File: src/rtl/wt_pkg.sv
package wt_pkg;
  localparam int CTL_W = 6;

  typedef struct packed {
    logic       buz_en;   // bit 5
    logic [1:0] buz_sel;  // bits 4:3
    logic       src_sub;  // bit 2
    logic       fast;     // bit 1
    logic       en;       // bit 0
  } wt_ctl_t;

  localparam logic [1:0] BUZ_SEL_DIV16 = 2'b00;
  localparam logic [1:0] BUZ_SEL_DIV8  = 2'b01;
endpackage

File: src/rtl/wt_prescaler.sv
module wt_prescaler #(
  parameter int W = 15
) (
  input  logic         clk,
  input  logic         rst,
  input  logic         step,
  input  logic         clr,
  output logic [W-1:0] cnt
);
  always_ff @(posedge clk) begin
    if (rst || clr)
      cnt <= '0;
    else if (step)
      cnt <= cnt + 1'b1;
  end

  assert_clear_zero_R7: assert property (@(posedge clk) disable iff (rst)
    clr |=> (cnt == '0));
  assert_step_inc_R1: assert property (@(posedge clk) disable iff (rst)
    (step && !clr) |=> (cnt == $past(cnt) + 1'b1));
  assert_hold_R1: assert property (@(posedge clk) disable iff (rst)
    (!step && !clr) |=> $stable(cnt));
endmodule

File: src/rtl/wt_edge_pulse.sv
module wt_edge_pulse (
  input  logic clk,
  input  logic rst,
  input  logic level,
  output logic pulse
);
  logic level_q;

  always_ff @(posedge clk) begin
    if (rst) begin
      level_q <= 1'b0;
      pulse   <= 1'b0;
    end else begin
      level_q <= level;
      pulse   <= level & ~level_q;
    end
  end

  assert_single_pulse_R2: assert property (@(posedge clk) disable iff (rst)
    pulse |=> !pulse);
endmodule

File: src/rtl/wt_buzz_mux.sv
module wt_buzz_mux #(
  parameter int NTAP = 3
) (
  input  logic            clk,
  input  logic            rst,
  input  logic [NTAP-1:0] taps,     // [0]=fW/16 [1]=fW/8 [2]=fW
  input  logic [1:0]      sel,
  input  logic            en,
  input  logic            latch,
  output logic            pin
);
  import wt_pkg::*;
  logic tap_sel;

  always_comb begin
    case (sel)
      BUZ_SEL_DIV16: tap_sel = taps[0];
      BUZ_SEL_DIV8:  tap_sel = taps[1];
      default:       tap_sel = taps[NTAP-1];
    endcase
  end

  always_ff @(posedge clk) begin
    if (rst)
      pin <= 1'b0;
    else
      pin <= (en && latch) ? tap_sel : latch;
  end

  assert_gate_low_R10: assert property (@(posedge clk) disable iff (rst)
    !latch |=> !pin);
  assert_gate_pass_R10: assert property (@(posedge clk) disable iff (rst)
    (latch && !en) |=> pin);
endmodule

File: src/rtl/watch_tick_timer.sv
module watch_tick_timer #(
  parameter int PRE_W    = 15,
  parameter int SLOW_BIT = 14,
  parameter int FAST_BIT = 7,
  parameter int BUZ_LO   = 4,
  parameter int BUZ_MID  = 3,
  parameter int BUZ_HI   = 0
) (
  input  logic       clk,
  input  logic       rst,
  input  logic       sub_tick,
  input  logic       main_tick,
  input  logic       main_div_active,
  input  logic       ctl_we,
  input  logic [7:0] ctl_wdata,
  output logic [7:0] ctl_rdata,
  input  logic       div_clr,
  input  logic       flag_clr,
  output logic       irq_flag,
  output logic       wake_req,
  input  logic       port_latch,
  output logic       buz_pin
);
  import wt_pkg::*;

  localparam int NTAP = 3;

  wt_ctl_t          ctl_q;
  logic             step;
  logic [PRE_W-1:0] cnt;
  logic             tap_lvl;
  logic             set_evt;
  logic [NTAP-1:0]  buz_taps;

  // control register; the subsystem source is refused while on the divided main clock
  always_ff @(posedge clk) begin
    if (rst) begin
      ctl_q <= '0;
    end else if (ctl_we) begin
      ctl_q.en      <= ctl_wdata[0];
      ctl_q.fast    <= ctl_wdata[1];
      ctl_q.buz_sel <= ctl_wdata[4:3];
      ctl_q.buz_en  <= ctl_wdata[5];
      if (!(main_div_active && ctl_wdata[2] && !ctl_q.src_sub))
        ctl_q.src_sub <= ctl_wdata[2];
    end
  end

  assign step = ctl_q.src_sub ? sub_tick : main_tick;

  wt_prescaler #(.W(PRE_W)) u_pre (
    .clk  (clk),
    .rst  (rst),
    .step (step),
    .clr  (div_clr),
    .cnt  (cnt)
  );

  assign tap_lvl = ctl_q.fast ? cnt[FAST_BIT] : cnt[SLOW_BIT];

  wt_edge_pulse u_edge (
    .clk   (clk),
    .rst   (rst),
    .level (tap_lvl),
    .pulse (set_evt)
  );

  // sticky flag; a set event wins over a clear
  always_ff @(posedge clk) begin
    if (rst)
      irq_flag <= 1'b0;
    else if (set_evt && ctl_q.en)
      irq_flag <= 1'b1;
    else if (flag_clr)
      irq_flag <= 1'b0;
  end

  assign wake_req = irq_flag;

  always_ff @(posedge clk) begin
    if (rst)
      ctl_rdata <= '0;
    else
      ctl_rdata <= {tap_lvl, 1'b0, ctl_q};
  end

  assign buz_taps = {cnt[BUZ_HI], cnt[BUZ_MID], cnt[BUZ_LO]};

  wt_buzz_mux #(.NTAP(NTAP)) u_buz (
    .clk   (clk),
    .rst   (rst),
    .taps  (buz_taps),
    .sel   (ctl_q.buz_sel),
    .en    (ctl_q.buz_en),
    .latch (port_latch),
    .pin   (buz_pin)
  );

  assert_set_wins_R5: assert property (@(posedge clk) disable iff (rst)
    (set_evt && ctl_q.en) |=> irq_flag);
  assert_clear_R5: assert property (@(posedge clk) disable iff (rst)
    (flag_clr && !set_evt) |=> !irq_flag);
  assert_sticky_R5: assert property (@(posedge clk) disable iff (rst)
    (irq_flag && !flag_clr) |=> irq_flag);
  assert_gated_R4: assert property (@(posedge clk) disable iff (rst)
    !ctl_q.en |=> !$rose(irq_flag));
  assert_src_lock_R8: assert property (@(posedge clk) disable iff (rst)
    (main_div_active && !ctl_q.src_sub) |=> !ctl_q.src_sub);
  assert_wake_R6: assert property (@(posedge clk) disable iff (rst)
    wake_req == irq_flag);
endmodule

File: config.mk
export PLATFORM = sky130hd
export DESIGN_NAME = watch_tick_timer
export DESIGN_NICKNAME = d
export VERILOG_FILES = /design/src/rtl/wt_pkg.sv /design/src/rtl/wt_prescaler.sv /design/src/rtl/wt_edge_pulse.sv /design/src/rtl/wt_buzz_mux.sv /design/src/rtl/watch_tick_timer.sv
export SDC_FILE = /design/constraint.sdc
export NUM_CORES = 1
export LEC_CHECK = 0
export BUFFER_PORTS_ARGS = -buffer_cell sky130_fd_sc_hd__buf_2
export CORE_UTILIZATION = 43
export CTS_CLUSTER_DIAMETER = 100
export CTS_CLUSTER_SIZE = 16
export DETAILED_ROUTE_END_ITERATION = 8
export GPL_TIMING_DRIVEN = 0
export HOLD_SLACK_MARGIN = 0.05
export PLACE_DENSITY = 0.68
export REMOVE_ABC_BUFFERS = 1
export SYNTH_ARGS = -nofsm -noshare
export SYNTH_HDL_FRONTEND = slang
export SYNTH_HIERARCHICAL = 1
export SYNTH_SLANG_ARGS = --single-unit
File: constraint.sdc
create_clock -name clk -period 1.8 [get_ports clk]
set_clock_uncertainty 0.15 [all_clocks]
set_input_delay 0.18 -clock clk [delete_from_list [all_inputs] [get_ports clk]]
set_output_delay 0.18 -clock clk [all_outputs]
set_load 0.01 [all_outputs]
Word-level counts from Yosys, hierarchy flattened

Cells that the tools add are included.

Bitwise gates (word level): 3
Multiplexer cells: 6
Reduce and logical (&&, ||, !) cells: 9
Add/sub/neg operators: 1
Eq/ne operators: 1

Operator list:

| cell                                           | number |
|---|---|
| adder 15 x 1 -> 15 bit (second input constant) | 1 |
| 2-to-1 mux 1 bit                               | 5 |
| logical AND 1 bit                              | 4 |
| == test 2 x 1 -> 1 bit (second input constant) | 1 |
| logical NOT 2 bit                              | 1 |
| inverter 1 bit                                 | 2 |
| one-hot mux 1 bit (2 select lines)             | 1 |
| AND reduction 2 bit                            | 1 |
| nonzero test 2 bit                             | 1 |
| bitwise AND 1 bit                              | 1 |
| logical NOT 1 bit                              | 1 |
| logical OR 1 bit                               | 1 |

Input port bits: 17
Logic and storage cells: 32
Bits in registers: 33
Output and inout bits: 11

Depth between registers and ports, before layout

Gate-level depths: netlist (run 1).

Depth in word-level cells: 4
Depth in mapped cells: 5
Gate-level depth less buffers: 5

Modules after synthesis

Netlist (run 1), hierarchy kept.

Modules (own cells, without submodules):

| module           | times used | cells an instance | sequential area each (um^2) | area an instance (um^2) |
|---|---|---|---|---|
| wt_prescaler     | 1          | 73                | 300.3                       | 656.9 |
| watch_tick_timer | 1          | 45                | 280.3                       | 505.5 |
| wt_edge_pulse    | 1          | 4                 | 40.0                        | 58.8 |
| wt_buzz_mux      | 1          | 6                 | 20.0                        | 57.6 |

Worst setup path before layout (run 1)

OpenSTA, ideal clock, no wires.

Path kind: flip-flop to flip-flop
Start: reg ctl_q[2] in the netlist's numbering
End: reg u_pre.cnt[13]
Buffers on the path: 0
Arrival: 1.476 ns
Slack: 0.104 ns
Cell stages (with the launch flop): 6
Required time: 1.580 ns
Library setup time: 0.070 ns
Clock period less this slack: 1.696 ns
Cells stage by stage: dfxtp_1 > mux2_1 > and3_4 > nand2_1 > or4_1 > a21oi_1

Longest elaborated chain between the ends: 1

Ends and longest elaborated chain:

| what                 | line                   | source |
|---|---|---|
| start, declared      | watch_tick_timer.sv:28 | `wt_ctl_t ctl_q;` |
| 2-to-1 mux 1 bit     | watch_tick_timer.sv:49 | `assign step = ctl_q.src_sub ? sub_tick : main_tick;` |
| net step             | watch_tick_timer.sv:29 | `logic step;` |
| end signal, assigned | wt_prescaler.sv:14     | `cnt <= cnt + 1'b1;` |
| end, declared        | wt_prescaler.sv:8      | `output logic [W-1:0] cnt` |

The timed path passes the listed nets, and every way through them passes these cells.
A chain may end at the register's enable or synchronous reset.

Worst setup path in the final report (run 1)

Same ends and word-level chain as after synthesis.

==> results of run 1 <==
## sequential cells by signal, summed over array words and instances (netlist names)
signal,cells
u_buz/pin,1
ctl_q,6
u_edge/level_q,1
irq_flag,1
u_edge/pulse,1
ctl_rdata,7
u_pre/cnt,15
## metrics by stage
| stage | setup TNS, ns | cells | hold WS, ns | total power [W] |
|---|---|---|---|---|
| floorplan | 0 | 122 | 0.0943 | 0.000787 |
| global placement | -0.0543 | 177 | 0.244 | 0.000821 |
| detailed placement | -0.141 | 177 | 0.247 | 0.000823 |
| CTS | 0 | 195 | 0.0574 | 0.00144 |
| global route | 0 | 196 | 0.0774 | 0.00149 |
| finish | 0 | 196 | 0.0599 | 0.00143 |
## logic make-up after synthesis
logic type      after synthesis
compound gates                7
simple gates                 57
buf+inv                       9
xor+xnor                     12
mux                           9
fa+ha+maj                     1
flops                        32
other cells                   1
## what timing repair did
| item | CTS | global route |
|---|---|---|
| resized for setup | 3 | 2 |
| cloned | 0 | 0 |
| pin swaps | 2 | 0 |
| setup buffers | 1 | 1 |
| setup endpoints to repair | 3 | 6 |
| hold buffers | 9 | 0 |
| hold endpoints to repair | 8 | 0 |
## worst register-to-register path, cell delays in order (launching register included)
cell and delay (ns):
dfxtp_2 0.34, mux2_4 0.24, and3_4 0.21, nand2_1 0.07, or4_1 0.51, a21oi_1 0.15
## layout make-up
| class | instances | area, um^2 |
|---|---|---|
| clock buffer | 7 | 65.1 |
| clock inverter | 1 | 30.0 |
| fill | 232 | 1170 |
| inverter | 3 | 11.3 |
| multi-input combinational | 87 | 602 |
| sequential | 32 | 642 |
| tap | 31 | 38.8 |
| timing repair buffer | 35 | 225 |
## Yosys cell counts (2+ instances only)
cell type,count,area [um^2]
nor4_1,2,12.5
nand3_1,3,15.0
nor2b_1,6,37.5
nand4_1,6,37.5
clkbuf_1,2,7.51
xnor2_1,5,43.8
a21oi_1,3,15.0
dfxtp_1,32,641
nor2_1,19,71.3
nand2_1,6,22.5
nand2b_1,3,18.8
buf_4,3,22.5
inv_1,3,11.3
mux2i_1,7,70.1
xor2_1,7,61.3
nor3_1,2,10.0
## power by group through the flow
stage	logic, W	registers (W)	clock network (W)
3_3_place_gp	0.0000710	0.000750	0
5_1_grt	0.0000980	0.000738	0.000657
3_5_place_dp	0.0000723	0.000751	0
4_1_cts	0.0000892	0.000735	0.000618
6_report	0.0000885	0.000735	0.000605
2_1_floorplan	0.0000350	0.000752	0
## final timing paths
kind / from / to / slack [ns]
worst max register to register: ctl_q[2] / u_pre/cnt[13] / 0.06
worst max-delay path: ctl_q[2] / u_pre/cnt[13] / 0.06
worst min-delay path: rst / ctl_rdata[2] / 0.06
worst min register to register: u_edge/level_q / u_edge/pulse / 0.26
## metal layers
metal / track usage / part of all wire
met5: 0 / 0
met3: 0.0530 / 0.056
met1: 0.179 / 0.45
met2: 0.261 / 0.48
met4: 0.0627 / 0.015
==> impl_metrics.env, run 1 <==
export IMPL_clock_latency_ns=0.33
export IMPL_grt_start_max_net_pins=19
export IMPL_synth_simple_gate_area_frac=0.248
export IMPL_netlist_cell_type_count=35
export IMPL_status="finished, final reports clean"
export IMPL_synthXorXnorAreaFrac=0.0822
export IMPL_p_sw_w=0.000287
export IMPL_rsz0062_at_grt="false"
export IMPL_crit_path_end_kind="register"
export IMPL_first_pass_iters=4
export IMPL_htreeDepth=2
export IMPL_netlist_instances=128
export IMPL_grt_use_total=0.155
export IMPL_fp_dieW_um=56.5
export IMPL_core_area_um2=2780
export IMPL_min_period_over_period=0.969
export IMPL_routed_wl_um=2270
export IMPL_rows=19
export IMPL_initial_core_util=0.460
export IMPL_antenna_found_initial=0
export IMPL_clock_sinks=32
export IMPL_clockPowerShare=0.424
export IMPL_cpMaxStageDelayCell="or4_1"
export IMPL_worstPathArrival_ns=1.85
export IMPL_layout_commonest_cell="dfxtp_1"
export IMPL_fin_util=0.580
export IMPL_grt_pass1_vias=920
export IMPL_port_buffers=24
export IMPL_ys_flop_type="dfxtp_1"
export IMPL_drv_cap=0
export IMPL_clk_pin_slew_ns=0.10
export IMPL_synth_top_family_by_area="simple AND/OR/NAND/NOR gates"
export IMPL_cts_root_buf="clkbuf_4"
export IMPL_hpwl_um=1510
export IMPL_drive_above_1_share=0.273
export IMPL_seqPwrFrac=0.514
export IMPL_area_growth_pct=26.2
export IMPL_powerDensity_nw_per_um2=885
export IMPL_fin_area_um2=1610
export IMPL_cp_required_ns=1.90
export IMPL_critPathBufInv=0
export IMPL_worst_hold_path_type="in -> reg"
export IMPL_num_vias=980
export IMPL_p_int_w=0.00114
export IMPL_swShare=0.201
export IMPL_cts_buffers=5
export IMPL_synth_edff_count=0
export IMPL_min_period_ns=1.74
export IMPL_combPwrFrac=0.062
export IMPL_layout_setup_ws_ns=0.0554
export IMPL_hold_viol_final=0
export IMPL_nets=182
export IMPL_crit_path_max_incr_delay_ns=0.51
export IMPL_place_ws_ns=-0.0877
export IMPL_drtIter0Drc=19
export IMPL_synth_seq_area_share=0.501
export IMPL_r2r_cells=5
export IMPL_syn_avg_cell_area_um2=9.99
export IMPL_yosys_warnings=6
export IMPL_chipHeight_um=56.5
export IMPL_dieArea_um2=3200
export IMPL_most_common_layout_cells="dfxtp_1, buf_2, nor2_1, dlygate4sd3_1"
export IMPL_synthMuxAreaShare=0.0753
export IMPL_synth_compound_area_share=0.0401
export IMPL_cts_tree="built"
export IMPL_cp_start_kind="register"
export IMPL_dpl_instance_area_um2=1400
export IMPL_io_pins=28
export IMPL_fmax_ghz=0.573
export IMPL_worstHoldPathCells=2
export IMPL_netlist_area_um2=1280
export IMPL_cp_top_family="simple AND/OR/NAND/NOR gates"
export IMPL_yosys_register_bits=32
export IMPL_ant_nets=0
export IMPL_crit_fanout=6
export IMPL_drt_wirelength_per_cell_um=11.6
export IMPL_final_max_slew_violation_count=0
export IMPL_grt_pass1_wl_um=3900
export IMPL_crit_cells=5
export IMPL_irDropWorstVdd_mv=0.756
export IMPL_n_antenna_cell=0
export IMPL_finalSetupViolations=0
export IMPL_async_reset_ff_frac=0
export IMPL_critPathKind="reg -> reg"
export IMPL_vias_per_cell=5.00
export IMPL_drc=0
export IMPL_power_leakage_nw=0.657
export IMPL_synth_adder_area_share=0.00978
export IMPL_gp_congestion=0.758
export IMPL_crit_chain="mux2_4 -> and3_4 -> nand2_1 -> or4_1 -> a21oi_1"
export IMPL_gr_total_overflow=0
export IMPL_cts_buffer_depth=2
Power figures use the tool's default switching activity.
==> run 2, diff against run 1 <==
Settings changed: MAX_ROUTING_LAYER set to met4.
==> impl_metrics.env, run 2 (synthesis results as in run 1) <==
export IMPL_initial_core_util=0.460
export IMPL_fin_tns_setup_ns=0
export IMPL_grt_pass1_vias=915
export IMPL_crit_fanout=6
export IMPL_irDropWorstVdd_mv=0.756
export IMPL_routed_wl_um=2270
export IMPL_seqCellArea_um2=642
export IMPL_min_period_ns=1.74
export IMPL_num_fill_cells=232
export IMPL_cts_buffer_depth=2
export IMPL_cp_startpoint="ctl_q[2]"
export IMPL_status="finished, final reports clean"
export IMPL_hpwl_um=1510
export IMPL_area_growth_pct=26.2
export IMPL_chipHeight_um=56.5
export IMPL_reg2reg_from="ctl_q[2]"
export IMPL_layout_commonest_cell="dfxtp_1"
export IMPL_fp_dieW_um=56.5
export IMPL_drt_wirelength_per_cell_um=11.6
export IMPL_io_pins=28
export IMPL_worstPathArrival_ns=1.85
export IMPL_gp_congestion=0.767
export IMPL_min_period_over_period=0.969
export IMPL_largest_register_ffs=15
export IMPL_cp_start_kind="register"
export IMPL_finalSetupViolations=0
export IMPL_gr_total_overflow=0
export IMPL_critPathKind="reg -> reg"
export IMPL_htreeDepth=2
export IMPL_route_top_layer_used="met4"
export IMPL_port_buffers=24
export IMPL_wl_met1_um=1020
export IMPL_drv_cap=0
export IMPL_power_leakage_nw=0.657
export IMPL_drive_above_1_share=0.273
export IMPL_vias_per_cell=5.03
export IMPL_cts_tree="built"
export IMPL_nets=182
export IMPL_ant_nets=0
export IMPL_dpl_cell_count=177
export IMPL_clock_sinks=32
export IMPL_antenna_found_initial=0
export IMPL_core_area_um2=2780
export IMPL_multi_input_area_um2=602
export IMPL_dieArea_um2=3200
export IMPL_reg_top3="u_pre/cnt: 15 flops, ctl_rdata: 7 flops, ctl_q: 6 flops"
export IMPL_finalNonFillerCells=196
export IMPL_worst_hold_path_type="in -> reg"
export IMPL_wl_met2_um=1080
export IMPL_num_vias=986
export IMPL_rsz0062_at_grt="false"
export IMPL_grt_use_total=0.162
export IMPL_min_from="rst"
export IMPL_fmax_ghz=0.573
export IMPL_powerDensity_nw_per_um2=885
export IMPL_final_max_slew_violation_count=0
export IMPL_clock_latency_ns=0.33
export IMPL_regMostFlops="u_pre/cnt"
export IMPL_most_common_layout_cells="dfxtp_1, buf_2, nor2_1, dlygate4sd3_1"
export IMPL_wl_met3_um=130
export IMPL_grt_pass1_wl_um=3910
export IMPL_drtIter0Drc=18
export IMPL_cp_required_ns=1.90
export IMPL_hold_viol_final=0
export IMPL_grt_start_max_net_pins=19
export IMPL_cts_root_buf="clkbuf_4"
export IMPL_n_antenna_cell=0
export IMPL_holdWs_ns=0.0604
export IMPL_first_pass_iters=5
export IMPL_rows=19
export IMPL_crit_path_end_kind="register"
export IMPL_cts_buffers=5
export IMPL_clk_pin_slew_ns=0.10
export IMPL_drc=0
==> run 2: cell counts in the layout (fill, tap and decap cells not counted) <==
Identical to the previous run, type by type.
==> run 2: timing repair <==
action,4_1_cts,5_1_grt
setup buffers,1,1
resized for setup,3,2
endpoints found under the hold margin,8,0
hold buffers,9,0
pin swaps,2,0
endpoints found under the setup margin,3,6
==> run 2: worst paths after layout <==
check	end	slack, ns	cells after the start
max reg2reg	u_pre/cnt[13]	0.06	5
max	u_pre/cnt[13]	0.06	5
min	ctl_rdata[2]	0.06	2
min reg2reg	u_edge/pulse	0.26	1
==> run 2: layer usage <==
metal	vias to the layer above	track usage
li1	507	-
met1	445	0.179
met2	28	0.261
met3	6	0.0737
met4	0	0.0523
met5	-	-
==> run 2: critical path: stages (launching register included) <==
cell and delay (ns):
dfxtp_2 0.34, mux2_4 0.24, and3_4 0.21, nand2_1 0.07, or4_1 0.51, a21oi_1 0.15
==> run 2: where the power goes <==
part,switching [W],internal (W),total [W]
registers,0.0000110,0.000724,0.000735
logic,0.0000391,0.0000494,0.0000885
clock network,0.000236,0.000369,0.000605
total,0.000286,0.00114,0.00143
==> run 2: cell type report <==
cell class | count | share of cell area
tap | 31 | 0.0240
sequential | 32 | 0.398
timing repair buffer | 35 | 0.140
clock buffer | 7 | 0.0403
clock inverter | 1 | 0.0186
multi-input combinational | 87 | 0.373
inverter | 3 | 0.00698
==> run 2: metrics by stage <==
step	instance area (um^2)	setup slack, ns	util	power (W)
3_3_place_gp	1400	-0.0306	0.502	0.000821
3_5_place_dp	1400	-0.0877	0.502	0.000823
5_1_grt	1610	0.00631	0.580	0.00150
6_report	1610	0.0554	0.580	0.00143
4_1_cts	1600	0.00888	0.575	0.00144
2_1_floorplan	1240	0.103	-	0.000787
